$ cat config.mk
export PLATFORM = sky130hd
export DESIGN_NAME = clk_lane_seq
export DESIGN_NICKNAME = d
export VERILOG_FILES = /design/src/rtl/clk_lane_pkg.sv /design/src/rtl/clk_lane_timer.sv /design/src/rtl/clk_lane_fsm.sv /design/src/rtl/clk_lane_enc.sv /design/src/rtl/clk_lane_seq.sv
export SDC_FILE = /design/constraint.sdc
export NUM_CORES = 1
export LEC_CHECK = 0
export BUFFER_PORTS_ARGS = -buffer_cell sky130_fd_sc_hd__buf_2
export CORE_ASPECT_RATIO = 0.6
export CORE_MARGIN = 4
export CORE_UTILIZATION = 47
export CTS_CLUSTER_SIZE = 14
export DETAILED_ROUTE_END_ITERATION = 10
export HOLD_SLACK_MARGIN = 0.02
export PLACE_DENSITY = 0.74
export SETUP_SLACK_MARGIN = 0.2
export SLEW_MARGIN = 20
export SYNTH_ARGS = -nofsm -noshare
export SYNTH_HDL_FRONTEND = slang
export SYNTH_SLANG_ARGS = --single-unit
$ cat constraint.sdc
create_clock -name clk_i -period 3 [get_ports clk_i]
set_input_delay 0 -clock clk_i [delete_from_list [all_inputs] [get_ports clk_i]]
set_output_delay 0 -clock clk_i [all_outputs]
set_load 0.005 [all_outputs]
$ cat src/rtl/clk_lane_pkg.sv
package clk_lane_pkg;
  typedef enum logic [2:0] {
    LINE_LP11  = 3'd0,
    LINE_LP01  = 3'd1,
    LINE_LP00  = 3'd2,
    LINE_HS0   = 3'd3,
    LINE_HSCLK = 3'd4
  } line_e;

  typedef enum logic [3:0] {
    ST_STOP, ST_LP01, ST_LP00, ST_HS0, ST_PRE,
    ST_RUN, ST_POST, ST_TRAIL, ST_EXIT
  } state_e;
endpackage

$ cat src/rtl/clk_lane_timer.sv
module clk_lane_timer #(
  parameter int CNT_W = 8
) (
  input  logic             clk_i,
  input  logic             rst_ni,
  input  logic             load_i,
  input  logic [CNT_W-1:0] len_i,
  output logic             done_o
);
  logic [CNT_W-1:0] cnt_q;

  // zero length promoted to one cycle: both load a remaining count of 0
  always_ff @(posedge clk_i or negedge rst_ni) begin
    if (!rst_ni)              cnt_q <= '0;
    else if (load_i)          cnt_q <= (len_i == '0) ? '0 : len_i - 1'b1;
    else if (cnt_q != '0)     cnt_q <= cnt_q - 1'b1;
  end

  assign done_o = (cnt_q == '0);
endmodule

$ cat src/rtl/clk_lane_fsm.sv
module clk_lane_fsm
  import clk_lane_pkg::*;
#(
  parameter int NUM_LANES = 2,
  parameter int CNT_W     = 8
) (
  input  logic                 clk_i,
  input  logic                 rst_ni,
  input  logic                 hs_req_i,
  input  logic [NUM_LANES-1:0] data_hs_i,
  input  logic                 tmr_done_i,
  input  logic [CNT_W-1:0]     cfg_lpx_i,
  input  logic [CNT_W-1:0]     cfg_prep_i,
  input  logic [CNT_W-1:0]     cfg_zero_i,
  input  logic [CNT_W-1:0]     cfg_pre_i,
  input  logic [CNT_W-1:0]     cfg_post_i,
  input  logic [CNT_W-1:0]     cfg_trail_i,
  output logic                 tmr_load_o,
  output logic [CNT_W-1:0]     tmr_len_o,
  output state_e               state_o
);
  state_e st_q, st_d;
  logic   any_hs;

  assign any_hs = |data_hs_i;

  always_comb begin
    st_d = st_q;
    unique case (st_q)
      ST_STOP:  if (hs_req_i)              st_d = ST_LP01;
      ST_LP01:  if (tmr_done_i)            st_d = ST_LP00;
      ST_LP00:  if (tmr_done_i)            st_d = ST_HS0;
      ST_HS0:   if (tmr_done_i)            st_d = ST_PRE;
      ST_PRE:   if (tmr_done_i)            st_d = ST_RUN;
      ST_RUN:   if (!hs_req_i && !any_hs)  st_d = ST_POST;
      ST_POST:  if (tmr_done_i)            st_d = ST_TRAIL;
      ST_TRAIL: if (tmr_done_i)            st_d = ST_EXIT;
      ST_EXIT:  if (tmr_done_i)            st_d = ST_STOP;
      default:                             st_d = ST_STOP;
    endcase
  end

  // interval for the phase being entered, sampled on the transition
  always_comb begin
    unique case (st_d)
      ST_LP01, ST_EXIT: tmr_len_o = cfg_lpx_i;
      ST_LP00:          tmr_len_o = cfg_prep_i;
      ST_HS0:           tmr_len_o = cfg_zero_i;
      ST_PRE:           tmr_len_o = cfg_pre_i;
      ST_POST:          tmr_len_o = cfg_post_i;
      ST_TRAIL:         tmr_len_o = cfg_trail_i;
      default:          tmr_len_o = '0;
    endcase
  end

  assign tmr_load_o = (st_d != st_q);

  always_ff @(posedge clk_i or negedge rst_ni) begin
    if (!rst_ni) st_q <= ST_STOP;
    else         st_q <= st_d;
  end

  assign state_o = st_q;
endmodule

$ cat src/rtl/clk_lane_enc.sv
module clk_lane_enc
  import clk_lane_pkg::*;
(
  input  state_e     state_i,
  output logic [2:0] line_o,
  output logic       ready_o
);
  line_e ln;

  always_comb begin
    unique case (state_i)
      ST_LP01:                  ln = LINE_LP01;
      ST_LP00:                  ln = LINE_LP00;
      ST_HS0, ST_TRAIL:         ln = LINE_HS0;
      ST_PRE, ST_RUN, ST_POST:  ln = LINE_HSCLK;
      default:                  ln = LINE_LP11;
    endcase
  end

  assign line_o  = ln;
  assign ready_o = (state_i == ST_RUN);
endmodule

$ cat src/rtl/clk_lane_seq.sv
module clk_lane_seq
  import clk_lane_pkg::*;
#(
  parameter int NUM_LANES = 2,
  parameter int CNT_W     = 8
) (
  input  logic                 clk_i,
  input  logic                 rst_ni,
  input  logic                 hs_req_i,
  input  logic [NUM_LANES-1:0] data_hs_i,
  input  logic [CNT_W-1:0]     cfg_lpx_i,
  input  logic [CNT_W-1:0]     cfg_prep_i,
  input  logic [CNT_W-1:0]     cfg_zero_i,
  input  logic [CNT_W-1:0]     cfg_pre_i,
  input  logic [CNT_W-1:0]     cfg_post_i,
  input  logic [CNT_W-1:0]     cfg_trail_i,
  output logic [2:0]           line_o,
  output logic                 clk_ready_o
);
  logic             tmr_load, tmr_done;
  logic [CNT_W-1:0] tmr_len;
  state_e           state;

  clk_lane_fsm #(.NUM_LANES(NUM_LANES), .CNT_W(CNT_W)) u_fsm (
    .clk_i, .rst_ni, .hs_req_i, .data_hs_i,
    .tmr_done_i (tmr_done),
    .cfg_lpx_i, .cfg_prep_i, .cfg_zero_i, .cfg_pre_i, .cfg_post_i, .cfg_trail_i,
    .tmr_load_o (tmr_load),
    .tmr_len_o  (tmr_len),
    .state_o    (state)
  );

  clk_lane_timer #(.CNT_W(CNT_W)) u_tmr (
    .clk_i, .rst_ni,
    .load_i (tmr_load),
    .len_i  (tmr_len),
    .done_o (tmr_done)
  );

  clk_lane_enc u_enc (
    .state_i (state),
    .line_o  (line_o),
    .ready_o (clk_ready_o)
  );
endmodule

==> results.txt <==
The number of max-cap violations came out at 0. The worst-case setup slack after placement came out at -359 ps. The synthesized design contains 12 register bits. In this run, CTS created clock tree buffers numbering 3. The number of nets in the layout came out at 420. The flow ran to the end, but the final reports show violations. The number of buffers on the longest clock path came out at 2. The number of pins with negative max-slew slack in the final report is 0. The die covers ~4800 um2.

For this run, the register share of the synthesized area comes to 0.170. The maximum fanout encountered on the critical timing path is 5. For this run, the total global-route usage over all layers was measured as 0.324. The filler cell count in the final layout is 96. TritonCTS built the clock tree. The depth of the CTS H-tree is 1.

The total iterations of the first detailed-routing run came out at 7. The DRC marker count from the first detailed-route iteration came out at a little over 600. The critical setup path kind is flip-flop to flip-flop.

The number of unique standard cell types used by synthesis is 62. For the pin with the worst max-slew slack, the measured transition is approximately 650 ps. The overall power of the completed layout is ~4.3 mW. Entering global routing, the biggest net connects 15 pins.

The share of synthesized area in the top cell type comes to 0.170. The gate count of the mapped netlist is between 200 and 250. The synthesized cell area came out at ~1800 um2. By instance count, the leading cell after synthesis is sky130_fd_sc_hd__a21oi_1. The fraction of layout instances using a drive strength above 1 is 0.632. The worst hold path belongs to the class input pin to asynchronous set/reset pin. The arrival time at the worst endpoint came out at 3740 ps. The number of enable flip-flop cells after synthesis came out at 0. Setup violations remaining at the end of the flow were counted as 8. The clock-pin slew reported for the worst setup and hold paths after clock tree synthesis came out at about 50 ps. The die is about 55 um tall. The overall via count from detail_route came out at a little over 3000. Clock skew on the completed layout was measured at ~1.2 ps. The DRC violations left is 0. The maximum frequency from static timing analysis came out at around 270 MHz. The overall routed net length came out at between 10 and 15 mm. CTS saw 12 sinks. The global placement routability congestion is approximately 0.98. The post-detailed-route wirelength per cell came out at between 20 and 30 um. The cell area power density is 1320 nW/um2. Yosys printed 0 warnings. In the post-route analysis, the smallest setup slack over all paths is -652 ps.

Counting flops with an async set or reset pin after synthesis yields a share of 1.00. The total overflow reported by the global router is 0. The category of the worst setup path capture point is a flip-flop.

Using the TritonRoute via totals, the vias-per-cell ratio works out to between 7 and 8. At the worst endpoint, the required time is approximately 3100 ps. The detailed placer's ending HPWL came out at 5.23 mm.

The worst-case headroom to the max-slew limit came out at 0.561. The critical path launch point type is a flip-flop. The number of global-route vias before repair came out at 2431. Relative to the synthesized area, the layout overhead comes to 83.2%. During placement, the flow inserted port buffers numbering 56. After floorplanning, the core was sized to cover 3420 um2. IR analysis of the VDD net gives a maximum drop of roughly 1300 uV. The post-synthesis cell type with the largest combined area is sky130_fd_sc_hd__dfrtp_1.

The number of nets still failing antenna checks after routing is 0. From left edge to right edge, the die measures around 87 um. The clock insertion delay at the later pin of the skew report is roughly 240 ps.

The number of antenna violations at the first check in global routing is 0. The row count is 16. The final-report hold violation count is 0. The first global-routing pass estimated approximately 13 mm of wire.

The I/O pin total came out at between 50 and 60. The placed cell area came out at ~2600 um2. By area the synthesized netlist is led by sky130_fd_sc_hd__dfrtp_1 (17%), sky130_fd_sc_hd__a2111oi_4 (6.3%), sky130_fd_sc_hd__o31ai_1 (5.5%). For this run, the leading register cell type out of synthesis is sky130_fd_sc_hd__dfrtp_1. The cell sitting at the root of the clock tree is a sky130_fd_sc_hd__clkbuf_8.

The antenna diode instance count is 0. The checks that failed: setup timing. The leakage power of the design came out at about 1.4 nW. Setup repair after global routing could not meet its margin everywhere. The initial utilization of the core area, before any placement, comes to 0.515.

The post-layout utilization of the core came out at 0.943. The finished cells cover 3230 um2. The shortest period the worst path allows came out at approximately 3700 ps.

The post-synthesis area per instance is ~8.4 um2. The share of the clock period used by the worst path after layout came out at 1.22. The number of nets produced by synthesis is around 270. The worst hold-check slack is roughly 200 ps.

The commonest cells after synthesis are sky130_fd_sc_hd__a21oi_1 (18), sky130_fd_sc_hd__o31ai_1 (13), sky130_fd_sc_hd__dfrtp_1 (12).
-- repair_timing --
item / CTS / global route
pin swaps: 8 / 24
buffers inserted: 18 / 14
gates cloned: 2 / 1
hold endpoints to repair: 12 / 0
setup endpoints to repair: 8 / 8
hold buffers: 1 / 0
resized for setup: 18 / 48
-- critical path: stages (launching register included) --
cell,delay (ps)
sky130_fd_sc_hd__dfrtp_1,410
sky130_fd_sc_hd__inv_2,120
sky130_fd_sc_hd__ha_4,160
sky130_fd_sc_hd__nor3b_4,240
sky130_fd_sc_hd__buf_6,150
sky130_fd_sc_hd__a221oi_4,90
sky130_fd_sc_hd__buf_6,160
sky130_fd_sc_hd__nor3_4,260
sky130_fd_sc_hd__buf_2,250
sky130_fd_sc_hd__mux2i_1,260
sky130_fd_sc_hd__a2bb2oi_1,230
sky130_fd_sc_hd__nand3_2,210
sky130_fd_sc_hd__nor4_4,370
sky130_fd_sc_hd__mux2i_1,400
sky130_fd_sc_hd__o21ai_1,180
-- routing by layer --
layer  track usage  share of wire  routed length (um)
met5             0              0                   0
met4        0.0911           0.10                1150
met3        0.0847           0.18                2050
met2         0.501           0.39                4500
met1         0.443           0.34                3880
-- power breakdown --
part / total (mW) / internal [mW] / switching [mW]
Combinational: 3.75 / 1.72 / 2.03
Sequential: 0.369 / 0.240 / 0.129
Clock: 0.148 / 0.0886 / 0.0595
-- logic make-up after synthesis --
kind of cell | Yosys count | synth area share
buffers and inverters | 25 | 0.0646
DFF | 12 | 0.170
and+or+nand+nor | 76 | 0.286
adders and majority gates | 4 | 0.0284
muxes | 5 | 0.0291
xor gates and xnor gates | 10 | 0.0497
AOI/OAI and AO/OA | 78 | 0.371
-- layout by cell type, fill, tap and decap left out, drive strengths merged, types with 2 or more instances in the layout --
master	instances
xnor2	6
or2	3
or3	3
or4	2
nor4	9
o31ai	13
o22ai	2
nor3b	2
nand4	9
a2111oi	4
mux2i	4
and4	4
a211oi	3
nor2	13
inv	12
buf	158
dfrtp	12
nand2	11
clkbuf	3
nand3	8
a21oi	18
ha	4
a22oi	3
a21boi	5
a2bb2oi	4
xor2	4
a31oi	4
nand2b	4
o21ai	6
nor3	5
-- through the flow --
| step | std cells | setup TNS (ps) |
|---|---|---|
| floorplan | 210 | -244 |
| global placement | 367 | -1720 |
| detailed placement | 367 | -2370 |
| CTS | 391 | -474 |
| global route | 406 | -4150 |
| finish | 406 | -3580 |
-- state kept, by name (all words and copies together), names as in the netlist --
signal         count
u_tmr.cnt_q        8
u_fsm.state_o      4
-- worst paths after layout --
check                                    start                to  slack, ps  cells past startpoint
worst max-delay path            u_tmr.cnt_q[0]    u_tmr.cnt_q[6]       -650                     14
worst min-delay path                    rst_ni  u_fsm.state_o[2]        200                      2
worst max register to register  u_tmr.cnt_q[0]    u_tmr.cnt_q[6]       -650                     14
worst min register to register  u_tmr.cnt_q[1]    u_tmr.cnt_q[1]        790                      3
max in group asynchronous               rst_ni    u_tmr.cnt_q[4]       2560                      2
min in group clk_i                cfg_pre_i[0]    u_tmr.cnt_q[0]        440                      6
-- final cells by class --
type                       count  area (um2)  share of cell area
timing repair buffer         160        1110               0.343
sequential                    12         303              0.0938
clock buffer                   3        41.3              0.0128
tap                           45        56.3              0.0174
multi-input combinational    174        1670               0.518
inverter                      12        47.5              0.0147
No activity file was read; power rests on OpenSTA's default activity.
